`src/rtl/fsk_pkg.sv`:
```
package fsk_pkg;
  typedef enum logic {
    PATH_FILTER = 1'b0,
    PATH_DIRECT = 1'b1
  } path_e;

  localparam int LANES = 2;
endpackage

```
`src/rtl/fsk_glitch_filter.sv`:
```
module fsk_glitch_filter #(
  parameter int WIN = 5
) (
  input  logic clk,
  input  logic rst,
  input  logic din,
  output logic dout
);
  localparam int CW     = $clog2(WIN + 1);
  localparam int THRESH = WIN / 2 + 1;

  logic [WIN-1:0] win_q;
  logic [WIN-1:0] win_n;
  logic [CW-1:0]  ones;

  // newest sample at bit 0
  assign win_n = {win_q[WIN-2:0], din};

  always_comb begin
    ones = '0;
    for (int k = 0; k < WIN; k++) begin
      ones = ones + CW'(win_n[k]);
    end
  end

  always_ff @(posedge clk) begin
    if (rst) begin
      win_q <= '0;
      dout  <= 1'b0;
    end else begin
      win_q <= win_n;
      dout  <= (ones >= CW'(THRESH));
    end
  end

  // a quiet stretch of THRESH samples keeps the vote low next cycle
  a_r3_quiet_window: assert property (@(posedge clk) disable iff (rst)
    (win_q[THRESH-1:0] == '0) |=> !dout);
endmodule

```
`src/rtl/fsk_clock_recovery.sv`:
```
module fsk_clock_recovery #(
  parameter int SYM_LEN = 48
) (
  input  logic       clk,
  input  logic       rst,
  input  logic       four_level,
  input  logic [1:0] data,
  output logic       sym_tick,
  output logic [1:0] sym_val
);
  localparam int PW  = $clog2(SYM_LEN);
  localparam int MID = SYM_LEN / 2;

  logic [1:0]    data_eff;
  logic [1:0]    prev_q;
  logic          edge_seen;
  logic [PW-1:0] phase_q;
  logic [PW-1:0] phase_n;
  logic [PW:0]   step;
  logic [PW:0]   sum;

  // two-level: only the MSB line counts
  assign data_eff  = four_level ? data : {data[1], 1'b0};
  assign edge_seen = (data_eff != prev_q);

  always_comb begin
    if (edge_seen && (phase_q != '0) && (phase_q < PW'(MID))) begin
      step = '0;                 // loop early: hold one cycle
    end else if (edge_seen && (phase_q >= PW'(MID))) begin
      step = (PW+1)'(2);         // loop late: extra step
    end else begin
      step = (PW+1)'(1);
    end
    sum = {1'b0, phase_q} + step;
    if (sum >= (PW+1)'(SYM_LEN)) begin
      sum = sum - (PW+1)'(SYM_LEN);
    end
    phase_n = sum[PW-1:0];
  end

  always_ff @(posedge clk) begin
    if (rst) begin
      prev_q   <= '0;
      phase_q  <= '0;
      sym_tick <= 1'b0;
      sym_val  <= '0;
    end else begin
      prev_q   <= data_eff;
      phase_q  <= phase_n;
      sym_tick <= (phase_q == PW'(MID));
      if (phase_q == PW'(MID)) begin
        sym_val <= data_eff;
      end
    end
  end

  // strobe is a single-cycle pulse
  a_r5_tick_isolated: assert property (@(posedge clk) disable iff (rst)
    sym_tick |=> !sym_tick);

  // phase never leaves its period
  a_r6_phase_bounded: assert property (@(posedge clk) disable iff (rst)
    phase_q < PW'(SYM_LEN));

  // Q never reaches the sampled symbol in two-level mode
  a_r4_q_masked: assert property (@(posedge clk) disable iff (rst)
    (sym_tick && !four_level && $past(!four_level)) |-> (sym_val[0] == 1'b0));
endmodule

```
`src/rtl/fsk_symbol_packer.sv`:
```
module fsk_symbol_packer #(
  parameter int WORD_W = 8
) (
  input  logic              clk,
  input  logic              rst,
  input  logic              four_level,
  input  logic              tick,
  input  logic [1:0]        sym,
  input  logic              rd,
  output logic [WORD_W-1:0] word,
  output logic              ready
);
  localparam int CW = $clog2(WORD_W + 2);

  logic [WORD_W-1:0] shreg_q;
  logic [WORD_W-1:0] shreg_n;
  logic [CW-1:0]     cnt_q;
  logic [CW-1:0]     cnt_n;
  logic              full;

  always_comb begin
    if (four_level) begin
      shreg_n = {shreg_q[WORD_W-3:0], sym};
      cnt_n   = cnt_q + CW'(2);
    end else begin
      shreg_n = {shreg_q[WORD_W-2:0], sym[1]};
      cnt_n   = cnt_q + CW'(1);
    end
    full = tick && (cnt_n >= CW'(WORD_W));
  end

  always_ff @(posedge clk) begin
    if (rst) begin
      shreg_q <= '0;
      cnt_q   <= '0;
      word    <= '0;
      ready   <= 1'b0;
    end else begin
      if (tick) begin
        shreg_q <= shreg_n;
        cnt_q   <= full ? '0 : cnt_n;
      end
      if (full) begin
        word  <= shreg_n;
        ready <= 1'b1;
      end else if (rd) begin
        ready <= 1'b0;
      end
    end
  end

  // a read with no completing symbol clears the flag
  a_r9_read_clears: assert property (@(posedge clk) disable iff (rst)
    (rd && !tick) |=> !ready);

  // output word only moves on a symbol strobe
  a_r8_word_holds: assert property (@(posedge clk) disable iff (rst)
    !tick |=> $stable(word));

  // flag only rises after a strobe
  a_r8_ready_after_tick: assert property (@(posedge clk) disable iff (rst)
    $rose(ready) |-> $past(tick));
endmodule

```
`src/rtl/fsk_symbol_path.sv`:
```
module fsk_symbol_path #(
  parameter int SYM_LEN  = 48,
  parameter int FILT_WIN = 5,
  parameter int WORD_W   = 8
) (
  input  logic              clk,
  input  logic              rst,
  input  logic              four_level,
  input  logic              direct_mode,
  input  logic              line_i,
  input  logic              line_q,
  input  logic              rd_strobe,
  output logic              sym_tick,
  output logic [WORD_W-1:0] sym_word,
  output logic              word_ready
);
  import fsk_pkg::*;

  path_e                path;
  logic [LANES-1:0]     in_q;
  logic [LANES-1:0]     lane_filt;
  logic [LANES-1:0]     lane_sel;
  logic [1:0]           sym_val;

  assign path = path_e'(direct_mode);

  always_ff @(posedge clk) begin
    if (rst) begin
      in_q <= '0;
    end else begin
      in_q <= {line_i, line_q};
    end
  end

  for (genvar l = 0; l < LANES; l++) begin : g_lane
    fsk_glitch_filter #(.WIN(FILT_WIN)) i_filt (
      .clk  (clk),
      .rst  (rst),
      .din  (in_q[l]),
      .dout (lane_filt[l])
    );
  end

  assign lane_sel = (path == PATH_DIRECT) ? in_q : lane_filt;

  fsk_clock_recovery #(.SYM_LEN(SYM_LEN)) i_rec (
    .clk        (clk),
    .rst        (rst),
    .four_level (four_level),
    .data       (lane_sel),
    .sym_tick   (sym_tick),
    .sym_val    (sym_val)
  );

  fsk_symbol_packer #(.WORD_W(WORD_W)) i_pack (
    .clk        (clk),
    .rst        (rst),
    .four_level (four_level),
    .tick       (sym_tick),
    .sym        (sym_val),
    .rd         (rd_strobe),
    .word       (sym_word),
    .ready      (word_ready)
  );
endmodule

```
`config.mk`:
```
export PLATFORM = sky130hd
export DESIGN_NAME = fsk_symbol_path
export DESIGN_NICKNAME = d
export VERILOG_FILES = /design/src/rtl/fsk_pkg.sv /design/src/rtl/fsk_glitch_filter.sv /design/src/rtl/fsk_clock_recovery.sv /design/src/rtl/fsk_symbol_packer.sv /design/src/rtl/fsk_symbol_path.sv
export SDC_FILE = /design/constraint.sdc
export NUM_CORES = 1
export LEC_CHECK = 0
export BUFFER_PORTS_ARGS = -buffer_cell sky130_fd_sc_hd__buf_2
export CORE_ASPECT_RATIO = 0.6
export CORE_MARGIN = 2
export CORE_UTILIZATION = 45
export CTS_CLUSTER_SIZE = 16
export DETAILED_ROUTE_END_ITERATION = 7
export REMOVE_ABC_BUFFERS = 1
export SLEW_MARGIN = 20
export SYNTH_ARGS = -nofsm -noshare
export SYNTH_HDL_FRONTEND = slang
export SYNTH_SLANG_ARGS = --single-unit
export TNS_END_PERCENT = 20
```
`constraint.sdc`:
```
create_clock -name clk -period 6.42 [get_ports clk]
set_input_delay 1.926 -clock clk [delete_from_list [all_inputs] [get_ports clk]]
set_output_delay 1.926 -clock clk [all_outputs]
set_load 0.02 [all_outputs]
```
==> out/metrics.yaml <==
status: "finished clean"
timing_hold_violations_final: 0
timing.critical_path.arrival_ns: 5.02
critical_path.max_stage_delay_ns: 0.40
internal-power_mw: 0.3775
worstSetupEndpointType: "register"
origin_of_the_critical_flop_to_flop_path: "in_q[0]"
start_point_of_the_critical_path: "four_level"
worst-slew-pin-transition_ns: 0.8026
max_cap_viol_count: 0
cts_max_level: 2
syn-mean-instance-area_sq_um: 9.639
design.portCount: 17
area_growth_syn_to_layout_pct: 10.52
tritoncts_clock_tree: "yes"
unrepaired_setup_endpoints_after_global_routing: "false"
max_slew_violation_count: 0
timing.setup.tns_ns: 0
floorplan.initialDensity_pct: 47.66
synth-edff-count: 0
power.switching_mw: 0.1206
global_routing_usage_summed_across_all_routing_layers_pct: 15.70
antenna_left: 0
dieArea_sq_um: 4977
std_cell_rows: 18
firstDrtPassIters: 6
timing.critical_path.max_delay_family: "simple AND/OR/NAND/NOR gates"
worstSetupStartpointType: "input port"
vias_in_the_first_global_route: 1370
min_path_cells: 2
initial_antenna_violation_count: 0
power_density_nw_per_um2: 227.0
vias: 1429
seq_area_frac_synth_pct: 43.35
critPathKind: "in -> reg"
power.switching_fraction_pct: 24.21
rr_worst_depth: 13
synth.yosys.warnings: 0
die_width_um: 89.76
timing.max_slew.rel_slack_pct: 46.49
final-setup-viol-count: 0
p_comb_share_pct: 9.1
drt-initial-drc-count: 57
antennaDiodeCount: 0
final_layout_size_suffix_gt1_share_pct: 15.07
hold_start: "g_lane[0].i_filt.win_q[1]"
worst_ep_required_time_ns: 6.61
detailedPlacementHpwl_um: 2504
grt_pass1_wl_um: 6334
port-buffer-count: 16
syn-instance-count: 206
vias_per_cell: 5.122
synth.distinct_cells: 40
overflow: 0
min_period_ns: 4.827
path_depth: 14
crit_path_top_delay_cell: "sky130_fd_sc_hd__or3b_1"
clock_sink_count: 43
clk_root_buffer_cell: "sky130_fd_sc_hd__clkbuf_8"
critPathMaxFanout: 14
share_seq_of_total_power_pct: 56.0
crit_buf_inv: 3
drc_errors: 0
p_leak_nw: 0.9003
cts.repair.resized: 0
place_congestion: 0.7869
timing.clock.skew_ns: 0.008266
fin_crit_sh_pct: 75.19
hold-path-endpoint: "g_lane[0].i_filt.win_q[2]"
postCtsHoldBufs: 0
total_power_mw: 0.4981
drt-total-wl_um: 3606
max_clock_freq_ghz: 0.2072
vdd_drop_max_uv: 125.2
post-route-util_pct: 52.67
clk-insertion-delay-late_ns: 0.29
synth.cell_area_sq_um: 1986
worstPathCellList: "buf_2, inv_1, o21ai_0, or3b_1, o31ai_1, ha_1, inv_1, fa_1, nand3b_1, xnor2_1, ha_1, and4b_1, a21o_1, o221a_2"
routedWlPerCell_um: 12.92
tritoncts.num_buffers: 5
timing.reg2reg.setup_slack_ns: 3.13
largest_net_degree_at_the_start_of_global_routing: 45
die_height_um: 55.46
num-nets-final: 240
max-clock-path-buffers: 2
synth-main-ff-cell: "sky130_fd_sc_hd__dfxtp_1"
clk_transition_reported_paths_ns: 0.08
core_area_sq_um: 4167
postSynthRegisterBits: 43
fraction_of_power_consumed_by_the_clock_network_pct: 34.9
async_flop_share_pct: 0
cts_setup_buffers: 0
min-delay-path-class: "reg -> reg"
worst_r2r_endpoint: "i_rec.phase_q[5]"
power groups by stage:
stage / logic, mW / registers (mW) / clock network, mW
2_1_floorplan: 0.0314 / 0.283 / 0
6_report: 0.0452 / 0.279 / 0.174
4_1_cts: 0.0452 / 0.279 / 0.179
3_5_place_dp: 0.0448 / 0.285 / 0
5_1_grt: 0.0512 / 0.280 / 0.189
3_3_place_gp: 0.0441 / 0.285 / 0
layout by cell type, fill, tap and decap left out, types with 2 or more instances in the layout:
cell / netlist / final
sky130_fd_sc_hd__nand3_1: 2 / 2
sky130_fd_sc_hd__nor2_1: 25 / 25
sky130_fd_sc_hd__nand2_1: 4 / 4
sky130_fd_sc_hd__fa_1: 5 / 5
sky130_fd_sc_hd__nor3_1: 4 / 4
sky130_fd_sc_hd__and2_1: 3 / 3
sky130_fd_sc_hd__buf_4: 0 / 2
sky130_fd_sc_hd__a211oi_1: 15 / 15
sky130_fd_sc_hd__nand2b_1: 3 / 3
sky130_fd_sc_hd__mux2i_1: 11 / 11
sky130_fd_sc_hd__o21ai_0: 4 / 4
sky130_fd_sc_hd__inv_1: 12 / 12
sky130_fd_sc_hd__nor3b_1: 4 / 4
sky130_fd_sc_hd__buf_2: 3 / 16
sky130_fd_sc_hd__a21oi_1: 14 / 14
sky130_fd_sc_hd__dfxtp_1: 43 / 43
sky130_fd_sc_hd__nor2b_1: 11 / 11
sky130_fd_sc_hd__clkbuf_8: 0 / 6
sky130_fd_sc_hd__ha_1: 9 / 9
sky130_fd_sc_hd__xnor2_1: 4 / 4
cell usage after synthesis (2+ instances only):
library cell / count / area, sq um
sky130_fd_sc_hd__nor3b_1: 4 / 30.03
sky130_fd_sc_hd__dfxtp_1: 43 / 860.8
sky130_fd_sc_hd__clkbuf_1: 9 / 33.78
sky130_fd_sc_hd__xnor2_1: 4 / 35.03
sky130_fd_sc_hd__and2_1: 3 / 18.77
sky130_fd_sc_hd__nor3_1: 4 / 20.02
sky130_fd_sc_hd__a21oi_1: 14 / 70.07
sky130_fd_sc_hd__inv_1: 12 / 45.04
sky130_fd_sc_hd__nor2_1: 25 / 93.84
sky130_fd_sc_hd__buf_2: 3 / 15.01
sky130_fd_sc_hd__nand3_1: 2 / 10.01
sky130_fd_sc_hd__ha_1: 9 / 112.6
sky130_fd_sc_hd__mux2i_1: 11 / 110.1
sky130_fd_sc_hd__o21ai_0: 4 / 20.02
sky130_fd_sc_hd__fa_1: 5 / 100.1
sky130_fd_sc_hd__nand2_1: 4 / 15.01
sky130_fd_sc_hd__a211oi_1: 15 / 112.6
sky130_fd_sc_hd__nor2b_1: 11 / 68.82
sky130_fd_sc_hd__nand2b_1: 3 / 18.77
stage by stage:
step | instances | area (sq um) | setup slack [ns] | hold slack [ns]
after floorplan | 194 | 1937 | 1.746 | 0.4474
after global placement | 272 | 2107 | 1.423 | 0.4682
after detailed placement | 272 | 2107 | 1.280 | 0.4829
after CTS | 279 | 2195 | 1.597 | 0.4974
after global routing | 279 | 2195 | 1.290 | 0.5078
final | 279 | 2195 | 1.593 | 0.4881
sequential cells by signal, summed over array words and instances, names as in the netlist:
name	count
g_lane.i_filt.dout	2
g_lane.i_filt.win_q	8
i_pack.cnt_q	4
i_pack.ready	1
i_pack.shreg_q	7
i_pack.word	8
i_rec.phase_q	6
i_rec.prev_q	2
i_rec.sym_tick	1
i_rec.sym_val	2
in_q	2
layout make-up:
cell class / count / area [sq um]
Clock buffer: 6 / 82.58
Clock inverter: 1 / 5.005
Fill cell: 387 / 1972
Inverter: 12 / 45.04
Multi-Input combinational cell: 139 / 1031
Sequential cell: 43 / 860.8
Tap cell: 60 / 75.07
Timing Repair Buffer: 18 / 95.09
layer usage:
layer  vias to the layer above  track usage, %  share of wire, %
li1                        731               -                 -
met1                       668           21.51                52
met2                        25           23.92                43
met3                         5           5.184               4.5
met4                         0           4.396              0.89
met5                         -               0                 0
cells by family (layout without fill, tap and decap cells):
kind of cell	count (synthesis)	in the layout	share of synthesized area, %
flops	43	43	43.35
simple gates	64	64	17.39
xor+xnor	5	5	2.205
mux	13	13	6.805
buf+inv	24	37	4.725
compound gates	43	43	14.81
fa+ha+maj	14	14	10.71
worst max path at each step:
stage / to / slack, ns
floorplan: i_rec.phase_q[5] / 1.75
global route: i_rec.phase_q[5] / 1.29
finish: i_rec.phase_q[5] / 1.59
detailed placement: i_rec.phase_q[5] / 1.28
CTS: i_rec.phase_q[5] / 1.60
global placement: i_rec.phase_q[5] / 1.42
worst register-to-register path, cell delays in order (launching register included):
cell                       delay, ns
sky130_fd_sc_hd__dfxtp_1        0.35
sky130_fd_sc_hd__mux2i_1        0.32
sky130_fd_sc_hd__nor3_1         0.07
sky130_fd_sc_hd__or3b_1         0.40
sky130_fd_sc_hd__o31ai_1        0.09
sky130_fd_sc_hd__ha_1           0.23
sky130_fd_sc_hd__inv_1          0.06
sky130_fd_sc_hd__fa_1           0.38
sky130_fd_sc_hd__nand3b_1       0.24
sky130_fd_sc_hd__xnor2_1        0.19
sky130_fd_sc_hd__ha_1           0.22
sky130_fd_sc_hd__and4b_1        0.20
sky130_fd_sc_hd__a21o_1         0.19
sky130_fd_sc_hd__o221a_2        0.25
(Power assumes the default switching activity.)
